### config.mk
export PLATFORM = sky130hd
export DESIGN_NAME = bus_stuck_monitor
export DESIGN_NICKNAME = d
export VERILOG_FILES = /design/src/rtl/bsm_pkg.sv /design/src/rtl/bsm_sync.sv /design/src/rtl/bsm_prescaler.sv /design/src/rtl/bsm_low_timer.sv /design/src/rtl/bus_stuck_monitor.sv
export SDC_FILE = /design/constraint.sdc
export NUM_CORES = 1
export LEC_CHECK = 0
export BUFFER_PORTS_ARGS = -buffer_cell sky130_fd_sc_hd__buf_2
export CAP_MARGIN = 20
export CORE_MARGIN = 2
export CORE_UTILIZATION = 54
export DETAILED_ROUTE_END_ITERATION = 8
export PLACE_DENSITY_LB_ADDON = 0.12
export SYNTH_ARGS = -nofsm -noshare
export SYNTH_HDL_FRONTEND = slang
export SYNTH_SLANG_ARGS = --single-unit
### constraint.sdc
create_clock -name clk -period 2.9 [get_ports clk]
set_input_delay 0.145 -clock clk [delete_from_list [all_inputs] [get_ports clk]]
set_output_delay 0.145 -clock clk [all_outputs]
set_load 0.01 [all_outputs]
### src/rtl/bsm_pkg.sv
package bsm_pkg;
  localparam int NUM_LINES = 2;
  localparam int LINE_SCL  = 0;
  localparam int LINE_SDA  = 1;

  // A programmed value of zero falls back to the default limit.
  function automatic logic [7:0] pick_limit(input logic [7:0] prog, input logic [7:0] dflt);
    return (prog == 8'd0) ? dflt : prog;
  endfunction
endpackage

### src/rtl/bsm_sync.sv
module bsm_sync #(
  parameter int W      = 2,
  parameter int STAGES = 2
) (
  input  logic         clk,
  input  logic         rst,
  input  logic [W-1:0] d_i,
  output logic [W-1:0] q_o
);
  logic [W-1:0] stage_q [STAGES];

  genvar s;
  generate
    for (s = 0; s < STAGES; s++) begin : g_stage
      always_ff @(posedge clk) begin
        if (rst) begin
          stage_q[s] <= '1;   // idle bus reads high
        end else if (s == 0) begin
          stage_q[s] <= d_i;
        end else begin
          stage_q[s] <= stage_q[(s == 0) ? 0 : s-1];
        end
      end
    end
  endgenerate

  assign q_o = stage_q[STAGES-1];
endmodule

### src/rtl/bsm_prescaler.sv
module bsm_prescaler #(
  parameter int DIV = 48828
) (
  input  logic clk,
  input  logic rst,
  output logic tick_o
);
  localparam int PW = (DIV > 1) ? $clog2(DIV) : 1;
  localparam logic [PW-1:0] LAST = PW'(DIV - 1);

  logic [PW-1:0] cnt_q;

  always_ff @(posedge clk) begin
    if (rst) begin
      cnt_q  <= '0;
      tick_o <= 1'b0;
    end else if (cnt_q == LAST) begin
      cnt_q  <= '0;
      tick_o <= 1'b1;
    end else begin
      cnt_q  <= cnt_q + 1'b1;
      tick_o <= 1'b0;
    end
  end
endmodule

### src/rtl/bsm_low_timer.sv
module bsm_low_timer #(
  parameter int CNT_W = 8
) (
  input  logic             clk,
  input  logic             rst,
  input  logic             line_i,
  input  logic             tick_i,
  input  logic [CNT_W-1:0] limit_i,
  output logic             expire_o
);
  logic [CNT_W-1:0] cnt_q;

  always_ff @(posedge clk) begin
    if (rst) begin
      cnt_q    <= '0;
      expire_o <= 1'b0;
    end else begin
      expire_o <= 1'b0;
      if (line_i) begin
        cnt_q <= '0;
      end else if (tick_i && (cnt_q < limit_i)) begin
        cnt_q <= cnt_q + 1'b1;
        if (cnt_q == limit_i - 1'b1) expire_o <= 1'b1;
      end
    end
  end
endmodule

### src/rtl/bus_stuck_monitor.sv
module bus_stuck_monitor
  import bsm_pkg::*;
#(
  parameter int TICK_DIV      = 48828,
  parameter int CNT_W         = 8,
  parameter int DEFAULT_LIMIT = 25,
  parameter int SYNC_STAGES   = 2
) (
  input  logic             clk,
  input  logic             rst,
  input  logic             scl_i,
  input  logic             sda_i,
  input  logic [CNT_W-1:0] limit_i,
  input  logic             dat_rst_en_i,
  input  logic             clear_i,
  output logic             tick_o,
  output logic             timeout_o,
  output logic             rst_req_o
);
  localparam logic [CNT_W-1:0] DFLT = CNT_W'(DEFAULT_LIMIT);

  logic [NUM_LINES-1:0] raw_lines, sync_lines, expire;
  logic [CNT_W-1:0]     eff_limit;

  assign raw_lines[LINE_SCL] = scl_i;
  assign raw_lines[LINE_SDA] = sda_i;
  assign eff_limit = (limit_i == '0) ? DFLT : limit_i;

  bsm_sync #(.W(NUM_LINES), .STAGES(SYNC_STAGES)) u_sync (
    .clk(clk), .rst(rst), .d_i(raw_lines), .q_o(sync_lines));

  bsm_prescaler #(.DIV(TICK_DIV)) u_presc (
    .clk(clk), .rst(rst), .tick_o(tick_o));

  genvar l;
  generate
    for (l = 0; l < NUM_LINES; l++) begin : g_line
      bsm_low_timer #(.CNT_W(CNT_W)) u_timer (
        .clk(clk), .rst(rst), .line_i(sync_lines[l]), .tick_i(tick_o),
        .limit_i(eff_limit), .expire_o(expire[l]));
    end
  endgenerate

  always_ff @(posedge clk) begin
    if (rst) begin
      timeout_o <= 1'b0;
      rst_req_o <= 1'b0;
    end else begin
      rst_req_o <= expire[LINE_SDA] & dat_rst_en_i;
      if (|expire)      timeout_o <= 1'b1;
      else if (clear_i) timeout_o <= 1'b0;
    end
  end
endmodule

# Yosys cells after proc, flatten, opt, wreduce, memory -nomap -nowiden
# Memories as Yosys holds them, arrays and structs flattened.
# Cells that the tools add are included.
[word_totals] memories=1 inputBits=14 ramBits=4 word_cells=44 regBits=37
[mem_list] memory="u_sync.stage_q" words=2 word_bits=2 rd=2 rd_ports_with_merged_regs=0 write_ports=2 line="bsm_sync.sv:10" text="logic [W-1:0] stage_q [STAGES];"
[classes] bitwise_logic=5 n_eq_ne=3 reduce_logical=10 order_cmp=2 mux=11 n_addsub=4
[op_table] cell="$add 16x1->16 const B" count=1
[op_table] cell="$add 8x1->8 const B" count=2
[op_table] cell="$eq 16x16->1 const B" count=1
[op_table] cell="$eq 8x8->1" count=2
[op_table] cell="$lt 8x8->1" count=2
[op_table] cell="$logic_not 8->1" count=1
[op_table] cell="$mux 1" count=8
[op_table] cell="$mux 8" count=1
[op_table] cell="$reduce_or 2->1" count=4
[op_table] cell="$sub 8x1->8 const B" count=1
[op_table] cell="$reduce_or 3->1" count=2
[op_table] cell="$mux 2" count=2
[op_table] cell="$logic_and 1x1->1" count=2
[op_table] cell="$not 1->1" count=2
[op_table] cell="$or 1x1->1" count=2
[op_table] cell="$reduce_bool 2->1" count=1
[op_table] cell="$and 1x1->1" count=1

# Depth between registers and ports, before layout
# Gate-level depths: netlist of run 1.
[logic_depth] depth_word=6 ltp_mapped=12 ltp_nobuf=11

# Modules after synthesis
# A second synthesis of run 1 with hierarchy kept.
[hier_totals] hier_cells=334 hier_area_um2=2705.1
[by_module_without_submodules] mod="bsm_low_timer" n_inst=2 area_each_um2=853.3 seq_area_each_um2=180.2 cells_each=112
[by_module_without_submodules] mod="bsm_prescaler" n_inst=1 area_each_um2=760.7 seq_area_each_um2=340.3 cells_each=83
[by_module_without_submodules] mod="bus_stuck_monitor" n_inst=1 area_each_um2=132.6 seq_area_each_um2=40.0 cells_each=19
[by_module_without_submodules] mod="bsm_sync" n_inst=1 area_each_um2=105.1 seq_area_each_um2=80.1 cells_each=8

# Least setup slack after synthesis of run 1
# No wires, ideal clock.
[synth_timing] path_type="input to register" start="input limit_i[1]" end="register g_line[0].u_timer.cnt_q[7]" stages=10 slack_ns=0.049 setup_ns=0.059 required_time_ns=2.841 arrival_ns=2.792 cell_sequence="or4_1 > buf_6 > nor4b_4 > nor2_1 > ha_1 > a211o_1 > o2111ai_1 > nand2_1 > or4_1 > nand2_1"
[synth_between] elab_chain_cells=4
[synth_lines] element="from (decl)" line="bus_stuck_monitor.sv:13" text="input logic [CNT_W-1:0] limit_i,"
[synth_lines] element="$logic_not 8->1" line="bus_stuck_monitor.sv:27" text="assign eff_limit = (limit_i == '0) ? DFLT : limit_i;"
[synth_lines] element="$mux 8 *" line="bus_stuck_monitor.sv:27"
[synth_lines] element="$lt 8x8->1 *" line="bsm_low_timer.sv:21" text="end else if (tick_i && (cnt_q < limit_i)) begin"
[synth_lines] element="$logic_and 1x1->1 *" line="bsm_low_timer.sv:21"
[synth_lines] element="to (signal assigned)" line="bsm_low_timer.sv:22" text="cnt_q <= cnt_q + 1'b1;"
[synth_lines] element="to (decl)" line="bsm_low_timer.sv:11" text="logic [CNT_W-1:0] cnt_q;"
# Every way passes the cells marked *; elsewhere a longest branch is shown, timed or not.
# A chain may end at the register's enable or synchronous reset.

# Worst setup path after layout of run 1
[layout_timing] start="input limit_i[1]" end="register g_line[1].u_timer.expire_o"
[layout_between] elab_chain_cells=6
[layout_lines] element="$logic_not 8->1" line="bus_stuck_monitor.sv:27"
[layout_lines] element="$mux 8 *" line="bus_stuck_monitor.sv:27"
[layout_lines] element="branches (longest 4 deep; another with $sub 8x1->8)"
[layout_lines] element="to (signal assigned)" line="bsm_low_timer.sv:16" text="expire_o <= 1'b0;"
[layout_lines] element="to (signal assigned)" line="bsm_low_timer.sv:18" text="expire_o <= 1'b0;"
[layout_lines] element="to (signal assigned)" line="bsm_low_timer.sv:23" text="if (cnt_q == limit_i - 1'b1) expire_o <= 1'b1;"
[layout_lines] element="to (decl)" line="bsm_low_timer.sv:9" text="output logic expire_o"
# Mark *: on every way between the ends.

==> out/metrics.cfg, run 1 <==
[sta]
final-hold-violation-count=0
totalNegativeSetupSlack_ps=0
slew_headroom=0.578
slew_violations=0
setup_viol=0
fmax_mhz=374
finalCritPeriodShare=0.922
period_minus_slack_ps=2670
whs_ps=28.9
layout_setup_ws_ps=226
finClkSkew_ps=4.14
rsz0062_at_grt=false
worstMarginPinSlew_ps=629

[floorplanning]
dieWidth_um=71.5
core_um2=4380
start_util=0.562
io_pins=17
die_y_um=71.5
die-area_um2=5120
rows=24

[placement]
placed_area_um2=2630
place.gp.congestion=0.843
dp.cells=355
post-place-ws_ps=-89.3
io_buffers=16
dp_hpwl_mm=3.75

[power]
cellLeakagePower_nw=1.13
power_mw=1.14
power_density_nw_per_um2=415
ir_worst_vdd_uv=332

[worst_setup_path]
startpoint=limit_i[1]
cp_max_fo=4
required_ps=3100
crit_arrival_ps=2870
critPathLaunchType=input pin
r2r-start=g_line[0].u_timer.cnt_q[7]$_SDFFE_PP0P_
critPathKind=in -> reg
worstSetupEndpointType=flip-flop

[global_routing]
use_met2=0.327
grt_pass1_vias=1913
grt_overflow=0
busiest_layer=met2
met1_usage=0.270
antenna_found_initial=0
grt_use_total=0.207
grt_util_met3=0.0478
grt_start_max_net_pins=17
grt_pass1_wl_mm=8.36

[layout]
num-nets-final=344
diodes=0
stdcell_area_um2=2750
final_cells=363
fin_util=0.627
fill_cells=404
area_delta_synth_final_pct=11.6
drive_gt1_frac=0.148

[drt]
wl_mm=4.84
drtPass1Iterations=4
vias_per_cell=5.50
drc_errors=0
final_antenna_net_count=0
drt_iter0_drc=95
routed-via-count=1998
wire_per_inst_um=13.3

[outcome]
status=finished, final reports clean

[clock_tree]
cts_setup_buffers=0
root_buffer=clkbuf_8
clk_pin_slew_ps=80
cts_made_buffers=5
insertion_delay_ps=290
post_cts_resized=0
htree_levels=2
holdBufCountCts=0
cts_tree=yes
cts_buffer_depth=2
clock_sinks=41

[min_path]
hold_class=in -> reg
min_from=sda_i

[synthesis]
yosysUniqueCellTypes=43
syn_avg_cell_area_um2=8.67
netlist_area_um2=2460
ys_ff_latch=41
syn_nets=318
ys_warn_count=0
netlist_instances=284
yosysSeqAreaShare=0.333

[job]
cap_violations=0

[path summary, 6_finish.rpt]
path	cells past startpoint	slack, ps	to
worst max-delay path	12	230	g_line[1].u_timer.expire_o$_SDFF_PP0_
worst min-delay path	2	30	u_sync.stage_q[0][1]$_SDFF_PP1_
worst max register to register	5	730	g_line[0].u_timer.cnt_q[7]$_SDFFE_PP0P_
worst min register to register	1	410	u_sync.stage_q[1][0]$_SDFF_PP1_
[cell families after synthesis]
| kind of cell | share of synthesized area |
|---|---|
| adder cells (fa/ha/maj) | 0.102 |
| flip-flops | 0.333 |
| AO/OA/AOI/OAI | 0.0930 |
| multiplexers | 0.0163 |
| AND/OR/NAND/NOR | 0.275 |
| buffers and inverters | 0.0452 |
| XOR/XNOR | 0.135 |
[flip-flops by register name, summed over array words and instances (netlist names)]
signal                   count
u_presc.tick_o               1
rst_req_o                    1
u_sync.stage_q               4
g_line.u_timer.expire_o      2
u_presc.cnt_q               16
timeout_o                    1
g_line.u_timer.cnt_q        16
[synth_stat cells, drive strengths merged]
library cell | count | area, µm²
a2111oi | 1 | 8.76
a211o | 2 | 17.5
a211oi | 3 | 22.5
a21o | 1 | 7.51
a21oi | 6 | 30.0
a31oi | 1 | 6.26
and2 | 4 | 25.0
and3 | 4 | 25.0
and4 | 3 | 26.3
buf | 2 | 16.3
clkbuf | 6 | 42.5
dfxtp | 41 | 821
ha | 20 | 250
inv | 14 | 52.6
mux2i | 4 | 40.0
nand2 | 13 | 48.8
nand2b | 7 | 43.8
nand3 | 15 | 75.1
nand3b | 1 | 7.51
nand4 | 7 | 43.8
nand4b | 1 | 8.76
nor2 | 48 | 180
nor3 | 4 | 20.0
nor3b | 2 | 20.0
nor4 | 4 | 37.5
nor4b | 2 | 32.5
o2111ai | 2 | 17.5
o211ai | 1 | 7.51
o21ai | 8 | 40.0
o221ai | 1 | 8.76
o311ai | 2 | 17.5
o41ai | 3 | 45.1
or2 | 7 | 43.8
or3 | 4 | 25.0
or4 | 2 | 15.0
xnor2 | 18 | 158
xor2 | 20 | 175
[report_power, final]
part,total [mW],internal [mW],leakage (nW),switching [mW]
registers,0.573,0.569,0.332,0.00428
clock network,0.474,0.281,0.0585,0.193
logic,0.0938,0.0399,0.736,0.0539
[final cells by class]
type,count,area [µm²],area share
clock inverter,1,30.0,0.0109
timing repair buffer,27,163,0.0592
clock buffer,7,86.3,0.0314
multi-input combinational,221,1530,0.557
inverter,14,52.6,0.0191
tap,52,65.1,0.0237
sequential,41,821,0.299
[cells in the final DEF (no fill, tap or decap), drive strengths merged, types with 6 or more instances in the layout]
master | Yosys | routed
nor2 | 48 | 48
dfxtp | 41 | 41
buf | 2 | 27
nand4 | 7 | 7
xnor2 | 18 | 18
nand2b | 7 | 7
nand2 | 13 | 13
clkbuf | 6 | 7
or2 | 7 | 7
a21oi | 6 | 6
xor2 | 20 | 20
o21ai | 8 | 8
nand3 | 15 | 15
ha | 20 | 20
inv | 14 | 14
[per-layer routing]
metal	wire, µm	part of all wire	vias up
met5	0	0	-
met2	2190	0.45	37
met3	201	0.041	10
li1	-	-	1038
met1	2340	0.48	913
met4	110	0.023	0
[worst max-delay path, cell delays in order]
cell and delay, ps:
buf_2 100, or4_1 590, nor4b_4 350, or2_2 200, inv_1 40, ha_1 190, xor2_1 260, xnor2_1 170
nand3_1 120, nor4_2 260, nand3_1 140, nor4_2 300
Power figures use the tool's default switching activity.
==> run 2: changes to the inputs <==
- RECOVER_POWER: unset -> 50
==> out/metrics.cfg, run 2 (synthesis gave the netlist of run 1 again) <==
[worst_setup_path]
worstSetupEndpointType=flip-flop
worst_r2r_path_depth=5
required_ps=3100
critPathKind=in -> reg
cp_max_fo=4
worstSetupEndpoint=g_line[1].u_timer.expire_o$_SDFF_PP0_
r2r-end=g_line[0].u_timer.cnt_q[7]$_SDFFE_PP0P_
r2r-start=g_line[0].u_timer.cnt_q[7]$_SDFFE_PP0P_
crit_arrival_ps=2870
ff2ff_setup_slack_ps=730
startpoint=limit_i[1]
critPathLaunchType=input pin

[power]
ir_worst_vdd_uv=333
power_density_nw_per_um2=415
cellLeakagePower_nw=1.11

[global_routing]
grt_pass1_wl_mm=8.36
antenna_found_initial=0
met1_usage=0.270
busiest_layer=met2
grt_overflow=0
grt_util_met3=0.0478
grt_start_max_net_pins=17
use_met2=0.327
grt_pass1_vias=1913
grt_use_total=0.207

[min_path]
hold_depth=2
hold_class=in -> reg

[layout]
final_cells=363
fill_cells=408
area_delta_synth_final_pct=11.4
layout_common_cells=nor2_1, dfxtp_1, xor2_1, ha_1, xnor2_1
num-nets-final=344
diodes=0
final_common_cell=nor2_1
stdcell_area_um2=2740
reg_top3=g_line.u_timer.cnt_q (16), u_presc.cnt_q (16), u_sync.stage_q (4)
drive_gt1_frac=0.135

[clock_tree]
root_buffer=clkbuf_8
holdBufCountCts=0
htree_levels=2
insertion_delay_ps=290
post_cts_resized=0
cts_made_buffers=5
clk_pin_slew_ps=80
cts_setup_buffers=0
clock_sinks=41
cts_tree=yes
cts_buffer_depth=2

[drt]
vias_per_cell=5.50
wl_mm=4.84
wire_per_inst_um=13.3
drc_errors=0
drtPass1Iterations=4
drt_iter0_drc=95
final_antenna_net_count=0
routed-via-count=1998

[job]
cap_violations=0

[placement]
placed_area_um2=2630
io_buffers=16
dp_hpwl_mm=3.75
post-place-ws_ps=-89.3
place.gp.congestion=0.843
dp.cells=355

[sta]
period_minus_slack_ps=2670
finalCritPeriodShare=0.922
worstMarginPinSlew_ps=629
layout_setup_ws_ps=226
setup_viol=0
finClkSkew_ps=4.10
final-hold-violation-count=0
fmax_mhz=374
rsz0062_at_grt=false
slew_violations=0
slew_headroom=0.578

[floorplanning]
dieWidth_um=71.5
start_util=0.562
core_um2=4380
io_pins=17
die-area_um2=5120
die_y_um=71.5
rows=24

[outcome]
status=finished, final reports clean

==> run 2: how the worst min path moves through the flow <==
stage | slack, ps | end | startpoint
3_5_place_dp | 330 | u_sync.stage_q[0][1]$_SDFF_PP1_ | sda_i
2_1_floorplan | 250 | u_sync.stage_q[0][0]$_SDFF_PP1_ | scl_i
4_1_cts | 20 | u_sync.stage_q[0][1]$_SDFF_PP1_ | sda_i
5_1_grt | 20 | u_sync.stage_q[0][1]$_SDFF_PP1_ | sda_i
6_report | 30 | u_sync.stage_q[0][1]$_SDFF_PP1_ | sda_i
3_3_place_gp | 330 | u_sync.stage_q[0][1]$_SDFF_PP1_ | sda_i
==> run 2: through the flow <==
stage | hold slack (ps) | util | setup TNS [ps] | power (mW)
finish | 28.9 | 0.626 | 0 | 1.14
global route | 17.9 | 0.626 | 0 | 1.19
CTS | 18.1 | 0.627 | 0 | 1.16
detailed placement | 332 | 0.600 | -89.3 | 0.679
global placement | 329 | 0.600 | -62.2 | 0.678
floorplan | 249 | - | 0 | 0.650
==> run 2: routing by layer <==
layer / part of all wire / vias up / routed length, µm
li1: - / 1038 / -
met1: 0.48 / 913 / 2340
met2: 0.45 / 37 / 2190
met3: 0.041 / 10 / 200
met4: 0.023 / 0 / 110
met5: 0 / - / 0
==> run 2: power breakdown <==
group / leakage, nW / internal [mW] / switching, mW / total [mW]
Sequential: 0.332 / 0.569 / 0.00428 / 0.573
Clock: 0.0585 / 0.281 / 0.193 / 0.474
Combinational: 0.719 / 0.0397 / 0.0539 / 0.0935
Total: 1.11 / 0.889 / 0.251 / 1.14
==> run 2: layout make-up <==
class / instances / area [µm²] / share of cell area
Inverter: 14 / 52.6 / 0.0192
Tap cell: 52 / 65.1 / 0.0237
Timing Repair Buffer: 27 / 158 / 0.0575
Clock inverter: 1 / 30.0 / 0.0109
Clock buffer: 7 / 86.3 / 0.0315
Sequential cell: 41 / 821 / 0.299
Multi-Input combinational cell: 221 / 1530 / 0.558
==> run 2: critical path: stages <==
cell	delay, ps
buf_2	100
or4_1	590
nor4b_4	350
or2_2	200
inv_1	40
ha_1	190
xor2_1	260
xnor2_1	170
nand3_1	120
nor4_2	260
nand3_1	140
nor4_2	300
==> run 3: changes to the inputs <==
- GPL_TIMING_DRIVEN: unset -> 0
==> out/metrics.cfg, run 3 (synthesis gave the netlist of run 1 again) <==
[layout]
multi_input_area_um2=1560
reg_top3=g_line.u_timer.cnt_q (16), u_presc.cnt_q (16), u_sync.stage_q (4)
diodes=0
final_cells=359
num-nets-final=340
layout_common_cells=nor2_1, dfxtp_1, ha_1
area_delta_synth_final_pct=11.6
final-seq-area_um2=821
final_common_cell=nor2_1
drive_gt1_frac=0.130
fin_util=0.627
fill_cells=413

[sta]
period_minus_slack_ps=2770
final-hold-violation-count=0
finClkSkew_ps=9.18
setup_viol=0
finalCritPeriodShare=0.954
whs_ps=37.1
slew_violations=0
slew_headroom=0.576
worstMarginPinSlew_ps=632
fmax_mhz=362
rsz0062_at_grt=false

[worst_setup_path]
required_ps=3060
r2r-end=g_line[0].u_timer.cnt_q[7]$_SDFFE_PP0P_
r2r-start=g_line[0].u_timer.cnt_q[5]$_SDFFE_PP0P_
critPathLaunchType=input pin
worstSetupEndpointType=flip-flop
crit_arrival_ps=2920
worst_r2r_path_depth=6
ff2ff_setup_slack_ps=690
cp_max_fo=8
critPathKind=in -> reg

[clock_tree]
holdBufCountCts=0
cts_made_buffers=5
cts_tree=yes
clk_pin_slew_ps=70
htree_levels=2
insertion_delay_ps=290
clock_sinks=41
root_buffer=clkbuf_8
cts_buffer_depth=2

[min_path]
hold_depth=2
hold_class=in -> reg
min_to=u_sync.stage_q[0][1]$_SDFF_PP1_
min_from=sda_i

[drt]
final_antenna_net_count=0
drtPass1Iterations=4
drc_errors=0
wire_per_inst_um=13.7
drt_iter0_drc=88
routed-via-count=1971
wl_mm=4.92
vias_per_cell=5.49

[global_routing]
grt_start_max_net_pins=13
grt_pass1_wl_mm=8.18
grt_use_total=0.202
antenna_found_initial=0
grt_overflow=0
grt_pass1_vias=1775

[floorplanning]
die_y_um=71.5
core_um2=4380
dieWidth_um=71.5
rows=24
io_pins=17
die-area_um2=5120
start_util=0.562

[placement]
dp.cells=350
place.gp.congestion=0.921
io_buffers=14
dp_hpwl_mm=3.68

[job]
cap_violations=0

[power]
power_density_nw_per_um2=415
ir_worst_vdd_uv=283
cellLeakagePower_nw=1.09
power_mw=1.14

[outcome]
status=finished, final reports clean

[run 3: worst max-delay path by stage]
stage	to	slack, ps	cells after the start	startpoint
finish	g_line[1].u_timer.cnt_q[6]$_SDFFE_PP0P_	130	11	limit_i[1]
global placement	g_line[0].u_timer.cnt_q[7]$_SDFFE_PP0P_	-380	11	limit_i[1]
global route	g_line[0].u_timer.cnt_q[7]$_SDFFE_PP0P_	30	11	limit_i[1]
CTS	g_line[1].u_timer.expire_o$_SDFF_PP0_	1	13	limit_i[1]
floorplan	g_line[0].u_timer.cnt_q[7]$_SDFFE_PP0P_	50	10	limit_i[1]
detailed placement	g_line[0].u_timer.cnt_q[7]$_SDFFE_PP0P_	-410	11	limit_i[1]
[run 3: critical path, cell delays in order]
cell and delay (ps):
buf_2 120, or4_1 540, buf_6 160, nor4b_4 280, nor2_1 140, ha_1 210, a211o_1 310, o2111ai_2 260
nand2_2 190, o311ai_0 420, o41ai_1 140
[run 3: power breakdown]
part	internal, mW	leakage, nW	switching (mW)	total, mW
Combinational	0.0404	0.702	0.0558	0.0962
Sequential	0.569	0.332	0.00439	0.573
Clock	0.281	0.0585	0.192	0.472
Total	0.890	1.09	0.252	1.14
[run 3: final cells by class]
cell class              instances  area share
repair buffers                 15      0.0264
clock buffers                   7      0.0314
multi-input cells             221       0.568
plain buffers                   8      0.0214
flip-flops and latches         41       0.299
inverters                      14      0.0191
clock inverters                 1      0.0109
well taps                      52      0.0237
[run 3: metrics by stage]
stage	worst slack, ps	TNS, ps	area, µm²
after floorplan	49.0	0	2460
after global placement	-382	-2450	2600
after detailed placement	-407	-2730	2600
after CTS	1.25	0	2730
after global routing	27.0	0	2750
final	135	0	2750
[run 3: metal layers]
layer	up-vias	global-route usage	share of wire
met5	-	0	0
met4	0	0.0860	0.028
met3	15	0.0450	0.051
met2	44	0.301	0.43
met1	875	0.281	0.50
li1	1037	-	-
[run 3: timing repair]
item	in CTS	in global routing
gates resized for setup	4	4
pin swaps	0	1
setup buffers	0	1
endpoints found under the setup margin	4	7
cloned	0	0
